`src/rtl/wake_rec_pkg.sv`:
```
package wake_rec_pkg;

    localparam int GPIO_W   = 24;
    localparam int EV_W     = 10;
    localparam int TD_LO    = 4;
    localparam int TD_W     = EV_W - TD_LO;
    localparam int SEL_W    = 5;

    localparam int EV_SER1  = 0;
    localparam int EV_SER2  = 1;
    localparam int EV_IRQ   = 2;

    localparam int SER1_BIT = 10;
    localparam int SER2_BIT = 2;

    typedef struct packed {
        logic              valid;
        logic              skipped;
        logic [TD_W-1:0]   tdbg;
        logic [GPIO_W-1:0] gpio;
    } wake_status_t;

    function automatic logic [GPIO_W-1:0] pin_map(
        input logic [GPIO_W-1:0] act,
        input logic [EV_W-1:0]   ev,
        input logic [SEL_W-1:0]  pin
    );
        logic [GPIO_W-1:0] r;
        r = act;
        if (ev[EV_SER1]) r[SER1_BIT] = 1'b1;
        if (ev[EV_SER2]) r[SER2_BIT] = 1'b1;
        for (int i = 0; i < GPIO_W; i++) begin
            if (ev[EV_IRQ] && (int'(pin) == i)) r[i] = 1'b1;
        end
        return r;
    endfunction

endpackage

```
`src/rtl/wake_sync.sv`:
```
module wake_sync #(
    parameter int W      = 8,
    parameter int STAGES = 2
) (
    input  logic         clk,
    input  logic         rst,
    input  logic [W-1:0] d,
    output logic [W-1:0] q
);
    logic [W-1:0] stg [STAGES];

    for (genvar s = 0; s < STAGES; s++) begin : g_stage
        if (s == 0) begin : g_first
            always_ff @(posedge clk) begin
                if (rst) stg[s] <= '0;
                else     stg[s] <= d;
            end
        end else begin : g_next
            always_ff @(posedge clk) begin
                if (rst) stg[s] <= '0;
                else     stg[s] <= stg[s-1];
            end
        end
    end

    assign q = stg[STAGES-1];
endmodule

```
`src/rtl/wake_evt_latch.sv`:
```
module wake_evt_latch
    import wake_rec_pkg::*;
(
    input  logic            clk,
    input  logic            rst,
    input  logic            clear,
    input  logic            stop,
    input  logic [EV_W-1:0] ev_in,
    output logic [EV_W-1:0] ev_cap,
    output logic            armed
);
    always_ff @(posedge clk) begin
        if (rst) begin
            ev_cap <= '0;
            armed  <= 1'b0;
        end else if (clear) begin
            ev_cap <= '0;
            armed  <= 1'b1;
        end else if (armed) begin
            ev_cap <= ev_cap | ev_in;
            if (stop) armed <= 1'b0;
        end
    end

    // captured events are sticky while armed
    a_r10_sticky: assert property (@(posedge clk) disable iff (rst)
        (armed && !clear) |=> ((ev_cap & $past(ev_cap)) == $past(ev_cap)));

    // clear empties the register and arms it
    a_r8_clear: assert property (@(posedge clk) disable iff (rst)
        clear |=> (ev_cap == '0 && armed));
endmodule

```
`src/rtl/wake_compose.sv`:
```
module wake_compose
    import wake_rec_pkg::*;
(
    input  logic [GPIO_W-1:0] pins_entry,
    input  logic [GPIO_W-1:0] pins_exit,
    input  logic [GPIO_W-1:0] wake_en,
    input  logic [EV_W-1:0]   ev_cap,
    input  logic [EV_W-1:0]   sel,
    input  logic [SEL_W-1:0]  irq_pin,
    input  logic              skip,
    output wake_status_t      word
);
    logic [EV_W-1:0]   ev_m;
    logic [GPIO_W-1:0] act;

    always_comb begin
        ev_m         = ev_cap & sel;
        act          = (pins_entry ^ pins_exit) & wake_en;
        word.valid   = 1'b1;
        word.skipped = skip;
        word.tdbg    = ev_m[EV_W-1:TD_LO];
        word.gpio    = pin_map(act, ev_m, irq_pin);
    end
endmodule

```
`src/rtl/wake_cause_rec.sv`:
```
module wake_cause_rec
    import wake_rec_pkg::*;
(
    input  logic              clk,
    input  logic              rst,
    input  logic [GPIO_W-1:0] gpio_in,
    input  logic [GPIO_W-1:0] gpio_wake_en,
    input  logic [EV_W-1:0]   pwr_ev,
    input  logic [EV_W-1:0]   wake_sel,
    input  logic [SEL_W-1:0]  irq_pin_sel,
    input  logic              sleep_entry,
    input  logic              wake_exit,
    input  logic              skip_sleep,
    input  logic              rd_en,
    output logic [31:0]       rd_data
);
    localparam int SYNC_STAGES = 2;

    logic [GPIO_W-1:0] pins_s, pins_entry;
    logic [EV_W-1:0]   ev_s, ev_cap;
    logic              armed;
    wake_status_t      status, next_word;

    wake_sync #(.W(GPIO_W), .STAGES(SYNC_STAGES)) i_sync_pins (
        .clk(clk), .rst(rst), .d(gpio_in), .q(pins_s));

    wake_sync #(.W(EV_W), .STAGES(SYNC_STAGES)) i_sync_ev (
        .clk(clk), .rst(rst), .d(pwr_ev), .q(ev_s));

    wake_evt_latch i_latch (
        .clk(clk), .rst(rst), .clear(sleep_entry),
        .stop(wake_exit), .ev_in(ev_s), .ev_cap(ev_cap), .armed(armed));

    wake_compose i_compose (
        .pins_entry(pins_entry), .pins_exit(pins_s), .wake_en(gpio_wake_en),
        .ev_cap(ev_cap), .sel(wake_sel), .irq_pin(irq_pin_sel),
        .skip(skip_sleep), .word(next_word));

    always_ff @(posedge clk) begin
        if (rst) begin
            status     <= '0;
            pins_entry <= '0;
        end else if (sleep_entry) begin
            status     <= '0;
            pins_entry <= pins_s;
        end else if (wake_exit && armed) begin
            status     <= next_word;
        end
    end

    always_ff @(posedge clk) begin
        if (rst)        rd_data <= '0;
        else if (rd_en) rd_data <= status;
        else            rd_data <= '0;
    end

    // valid rises only after an armed wake strobe
    a_r2_valid_origin: assert property (@(posedge clk) disable iff (rst)
        $rose(status.valid) |-> ($past(wake_exit) && $past(armed)));

    // sleep entry empties the word
    a_r8_entry_clears: assert property (@(posedge clk) disable iff (rst)
        sleep_entry |=> (status == '0));

    // skipped never appears without valid
    a_r9_skip_needs_valid: assert property (@(posedge clk) disable iff (rst)
        status.skipped |-> status.valid);

    // word frozen once valid
    a_r10_frozen: assert property (@(posedge clk) disable iff (rst)
        (status.valid && !sleep_entry) |=> $stable(status));

    // a word without valid carries nothing
    a_r10_empty_until_valid: assert property (@(posedge clk) disable iff (rst)
        !status.valid |-> (status == '0));

    // read data mirrors the word
    a_r11_read: assert property (@(posedge clk) disable iff (rst)
        rd_en |=> (rd_data == $past(status)));
endmodule

```
`config.mk`:
```
export PLATFORM = sky130hd
export DESIGN_NAME = wake_cause_rec
export DESIGN_NICKNAME = d
export VERILOG_FILES = /design/src/rtl/wake_rec_pkg.sv /design/src/rtl/wake_sync.sv /design/src/rtl/wake_evt_latch.sv /design/src/rtl/wake_compose.sv /design/src/rtl/wake_cause_rec.sv
export SDC_FILE = /design/constraint.sdc
export NUM_CORES = 1
export LEC_CHECK = 0
export ABC_AREA = 1
export CAP_MARGIN = 20
export CORE_ASPECT_RATIO = 0.8
export CORE_UTILIZATION = 30
export DETAILED_ROUTE_END_ITERATION = 6
export PLACE_DENSITY = 0.53
export SLEW_MARGIN = 15
export SYNTH_ARGS = -nofsm -noshare
export SYNTH_HDL_FRONTEND = slang
export SYNTH_SLANG_ARGS = --single-unit
```
`constraint.sdc`:
```
create_clock -name clk -period 1.6 [get_ports clk]
set_clock_uncertainty 0.15 [all_clocks]
set_input_delay 0.48 -clock clk [delete_from_list [all_inputs] [get_ports clk]]
set_output_delay 0.48 -clock clk [all_outputs]
set_load 0.01 [all_outputs]
```
Word level (Yosys, flattened, before mapping)
Memories as Yosys holds them, arrays and structs flattened.
Index checks and enable logic that the tools add are counted.
{ "word_totals": {"mem_bits_rw": 68, "register_bits": 99, "memories": 2, "inputBits": 79, "word_cells": 106} }
{ "classes": {"eq_ne": 23, "muxes": 36, "n_bitwise": 9, "reduce_logical": 28} }
{ "memory_table": {"columns": ["memory", "depth", "word_bits", "rd", "rd_ports_with_merged_regs", "write_ports", "line", "text"], "rows": [
  ["i_sync_pins.stg", 2, 24, 2, 0, 2, "wake_sync.sv:10", "logic [W-1:0] stg [STAGES];"],
  ["i_sync_ev.stg", 2, 10, 2, 0, 2, "wake_sync.sv:10", null]
]} }
{ "ops": {"columns": ["op", "n"], "rows": [
  ["5-bit == test, second input constant", 16],
  ["24-bit two-way mux", 2],
  ["1-bit two-way mux", 32],
  ["1-bit logical AND", 25],
  ["24-bit bitwise AND", 1],
  ["24-bit XOR", 1],
  ["5-bit by 4-bit == test with 1-bit output, second input constant", 4],
  ["10-bit two-way mux", 2],
  ["10-bit bitwise AND", 1],
  ["5-bit by 3-bit == test with 1-bit output, second input constant", 2],
  ["10-bit bitwise OR", 1],
  ["5-bit by 2-bit == test with 1-bit output, second input constant", 1],
  ["5-bit zero test", 1],
  ["1-bit bitwise OR", 4],
  ["2-bit OR reduction", 2],
  ["1-bit inverter", 1]
]} }

Longest topological paths before layout
An unclocked memory read counts as a cell.
{ "logic_depth": {"word_depth": 5, "depth_mapped": 7} }

Cells and area by module
A second synthesis with hierarchy kept.
{ "hier_totals": {"hier_cells": 812, "area_unflattened_um2": 6023.3} }
{ "modules_own_cells": {"columns": ["mod", "n_inst", "seq_area_each_um2", "area_each_um2", "cells_per_inst"], "rows": [
  ["wake_cause_rec", 1, 1761.7, 2929.1, 380],
  ["wake_sync at i_sync_pins", 1, 960.9, 1365.1, 149],
  ["wake_compose", 1, 0.0, 705.7, 154],
  ["wake_sync at i_sync_ev", 1, 400.4, 573.0, 62],
  ["wake_evt_latch", 1, 220.2, 450.4, 67]
]} }

Worst setup path before layout
Ideal clock, no wire load.
{ "synth_timing": {"kind": "input -> register", "from": "input rst", "to": "memory i_sync_ev.stg[0][1] (netlist bit)", "setup_slack_ps": 290, "stages": 4, "setup_ps": 117, "arrival_ps": 1043, "path_buffers": 3, "path_cell_list": "buf_4 > buf_2 > buf_2 > nor2_1"} }
{ "synth_rtl": {"columns": ["item", "line", "text"], "rows": [
  ["start, declared", "wake_cause_rec.sv:5", "input logic rst,"],
  ["end, declared", "wake_sync.sv:10", null]
]} }

Final worst setup path
{ "layout_timing": {"from": "register rd_data[6]", "to": "output rd_data[6]"} }
{ "layout_rtl": {"columns": ["item", "line", "text"], "rows": [
  ["start, declared", "wake_cause_rec.sv:15", "output logic [31:0] rd_data"],
  ["start signal, assigned", "wake_cause_rec.sv:53", "else if (rd_en) rd_data <= status;"]
]} }
No word-level cell between the ends.

==> results.sh <==
export IMPL_status="finished clean"
export IMPL_slowest_stage="dfxtp_1"
export IMPL_setup_viol=0
export IMPL_ys_types=20
export IMPL_worst_slew_pin_slew_ns=0.297
export IMPL_regToRegSetupSlack_ns=0.35
export IMPL_die_w_um=159
export IMPL_netlist_area_um2=5900
export IMPL_finalCriticalPeriod_ns=1.57
export IMPL_cts_buffer_depth=2
export IMPL_leakage_uw=0.00358
export IMPL_synth_seq_area_share_pct=55.7
export IMPL_postRouteAntennaNets=0
export IMPL_final_area_um2=7840
export IMPL_avgViaCountPerCell=3.81
export IMPL_antenna_found_initial=0
export IMPL_port_buffers=108
export IMPL_synth_seq_cells=164
export IMPL_syn_area_per_cell_um2=7.59
export IMPL_relSlewSlack_pct=80.1
export IMPL_power_density_nw_per_um2=1190
export IMPL_io_pins=111
export IMPL_rsz0062_at_grt="no"
export IMPL_reg2reg_depth=6
export IMPL_crit_chain="clkdlybuf4s15_2"
export IMPL_p_seq_share_pct=46.0
export IMPL_groute_usage_overall_pct=13.8
export IMPL_post_cts_setup_buffers=0
export IMPL_grt_pass1_wl_um=21300
export IMPL_die_h_um=127
export IMPL_initial_utilization_pct=30.9
export IMPL_cts_resized=104
export IMPL_postCtsHoldBufs=0
export IMPL_core_rowCount=45
export IMPL_pwr_share_clk_pct=46.9
export IMPL_path_class="reg -> out"
export IMPL_cp_required_ns=0.97
export IMPL_coreArea_um2=19100
export IMPL_slowest_delay_ns=0.30
export IMPL_grt_overflow_total=0
export IMPL_max_cap_violations=0
export IMPL_cts_buffers=17
export IMPL_synth_warnings=0
export IMPL_share_comb_of_total_power_pct=7.2
export IMPL_synth_cells=777
export IMPL_wire_per_inst_um=11.0
export IMPL_area_delta_synth_final_pct=33.0
export IMPL_grt_max_degree=39
export IMPL_layout_drive_gt1_share_pct=11.1
export IMPL_crit_start="rd_data[6]"
export IMPL_first_pass_iters=4
export IMPL_hold_class="reg -> reg"
export IMPL_clk_pin_slew_worst_paths_ns=0.06
export IMPL_fin_cells=1165
export IMPL_cp_top_family="flip-flops"
export IMPL_drt_first_iter_violations=207
export IMPL_clkSinkCount=164
export IMPL_synth_top_cell_by_area="dfxtp_1"
export IMPL_htree_levels=4
export IMPL_timing_rr_end="status[20]"
export IMPL_num_vias=4442
export IMPL_critical_path_max_fanout=1
export IMPL_hold_depth=2
export IMPL_hp_start="i_sync_ev.stg[0][0]"
export IMPL_vdd_drop_max_mv=0.535
export IMPL_cp_start_kind="register"
export IMPL_final_max_slew_viol_count=0
export IMPL_totalWireLength_um=12900
export IMPL_max_freq_mhz=638
export IMPL_placed_area_um2=7330
export IMPL_dp_cells=1133
export IMPL_dp_hpwl_um=9370
export IMPL_yosysTopAreaCellShare_pct=55.7
export IMPL_synth_area_leaders="dfxtp_1, inv_1, nor2_1"
export IMPL_syn_nets=856
export IMPL_tritoncts="done"
export IMPL_final_net_count=973
export IMPL_critPathBufInv=1
export IMPL_min_to="i_sync_ev.stg[1][0]"
export IMPL_grt_pass1_vias=4075
export IMPL_final_hold_viol_count=0
export IMPL_p_int_uw=7230
export IMPL_diodes=0
export IMPL_insertion_delay_ns=0.43
export IMPL_switching_power_uw=2100
export IMPL_rr_startpoint="i_latch.ev_cap[2]"
export IMPL_die_area_um2=20200
export IMPL_crit_path_end_kind="output port"
export IMPL_drc=0
export IMPL_fin_crit_sh_pct=98.0
export IMPL_p_sw_share_pct=22.5
export IMPL_cts_root_buf="clkbuf_16"
export IMPL_gp_congestion=0.843
export IMPL_arrival_ns=0.94
-- cell usage in the layout, fill, tap and decap left out, types with 3 or more instances in the layout --
master | netlist | final
inv_1 | 181 | 181
nor2_1 | 165 | 164
dfxtp_1 | 164 | 163
nand2_1 | 101 | 101
clkdlybuf4s50_1 | 0 | 74
o21ai_0 | 39 | 39
nand3_1 | 30 | 30
a21oi_1 | 28 | 28
buf_2 | 15 | 28
o21ai_1 | 20 | 20
clkbuf_16 | 0 | 17
buf_4 | 2 | 12
buf_12 | 0 | 7
a21oi_2 | 6 | 6
a211oi_1 | 6 | 6
clkdlybuf4s15_2 | 0 | 5
bufinv_16 | 0 | 4
inv_2 | 3 | 3
nor2_2 | 2 | 3
inv_6 | 0 | 3
clkinvlp_4 | 0 | 3
clkinv_4 | 0 | 3
-- stage by stage --
stage	worst slack [ns]	TNS [ns]	power, uW	util (%)	hold slack (ns)
2_1_floorplan	0.290	0	4710	-	0.238
3_3_place_gp	-0.341	-7.32	5050	38.4	0.240
3_5_place_dp	-0.332	-7.69	5060	38.4	0.243
4_1_cts	0.000159	0	9470	41.7	0.252
5_1_grt	0.00272	0	9740	41.1	0.268
6_report	0.0316	0	9330	41.1	0.250
-- area by class of cell --
type	count	area, um2
inverter	184	691
clock buffer	18	439
sequential	164	3280
fill	1972	11200
clock inverter	14	200
timing repair buffer	127	1170
tap	258	323
multi-input combinational	400	1730
-- sequential cells by signal (all words and copies together), names as in the netlist --
| signal | cells |
|---|---|
| i_latch.armed | 1 |
| i_latch.ev_cap | 9 |
| i_sync_ev.stg | 18 |
| i_sync_pins.stg | 48 |
| pins_entry | 24 |
| rd_data | 32 |
| status | 32 |
-- logic make-up (layout without fill, tap and decap cells) --
kind of cell / count (synthesis) / in the layout / share of synthesized area (%)
AOI/OAI and AO/OA: 99 / 99 / 9.04
buffers and inverters: 213 / 343 / 14.9
DFF: 164 / 164 / 55.7
and+or+nand+nor: 301 / 301 / 20.3
-- Yosys cell counts (all sizes together) --
| cell | instances |
|---|---|
| a211oi | 6 |
| a21oi | 34 |
| buf | 24 |
| clkbuf | 5 |
| dfxtp | 164 |
| inv | 184 |
| nand2 | 102 |
| nand3 | 30 |
| nor2 | 169 |
| o21ai | 59 |
-- how the worst max path moves through the flow --
stage | cells after the start | slack (ns) | to
6_report | 1 | 0.03 | rd_data[6]
5_1_grt | 1 | 0.003 | rd_data[28]
4_1_cts | 1 | 0.0002 | rd_data[4]
3_5_place_dp | 7 | -0.33 | status[10]
3_3_place_gp | 7 | -0.34 | status[10]
2_1_floorplan | 4 | 0.29 | i_sync_ev.stg[0][1]
-- power groups by stage --
stage                     clock network [uW]  logic [uW]  registers [uW]
final                                   4370         668            4290
after global routing                    4680         757            4300
after CTS                               4500         679            4290
after detailed placement                   0         679            4380
after global placement                     0         673            4380
after floorplan                            0         344            4370
-- per-layer routing --
| layer | part of all wire (%) | wire [um] | global-route usage (%) | vias to the layer above |
|---|---|---|---|---|
| met4 | 1.9 | 241 | 6.23 | 0 |
| met3 | 4.4 | 569 | 3.83 | 20 |
| met1 | 55 | 7060 | 19.8 | 1818 |
| met2 | 39 | 4980 | 18.8 | 86 |
| li1 | - | - | - | 2518 |
| met5 | 0 | 0 | 0 | - |
-- tightest hold or removal path, stage by stage, from the launching register on --
cell	delay, ns
dfxtp_1	0.30
inv_1	0.04
nor2_1	0.03
No activity file was read; power rests on OpenSTA's default activity.
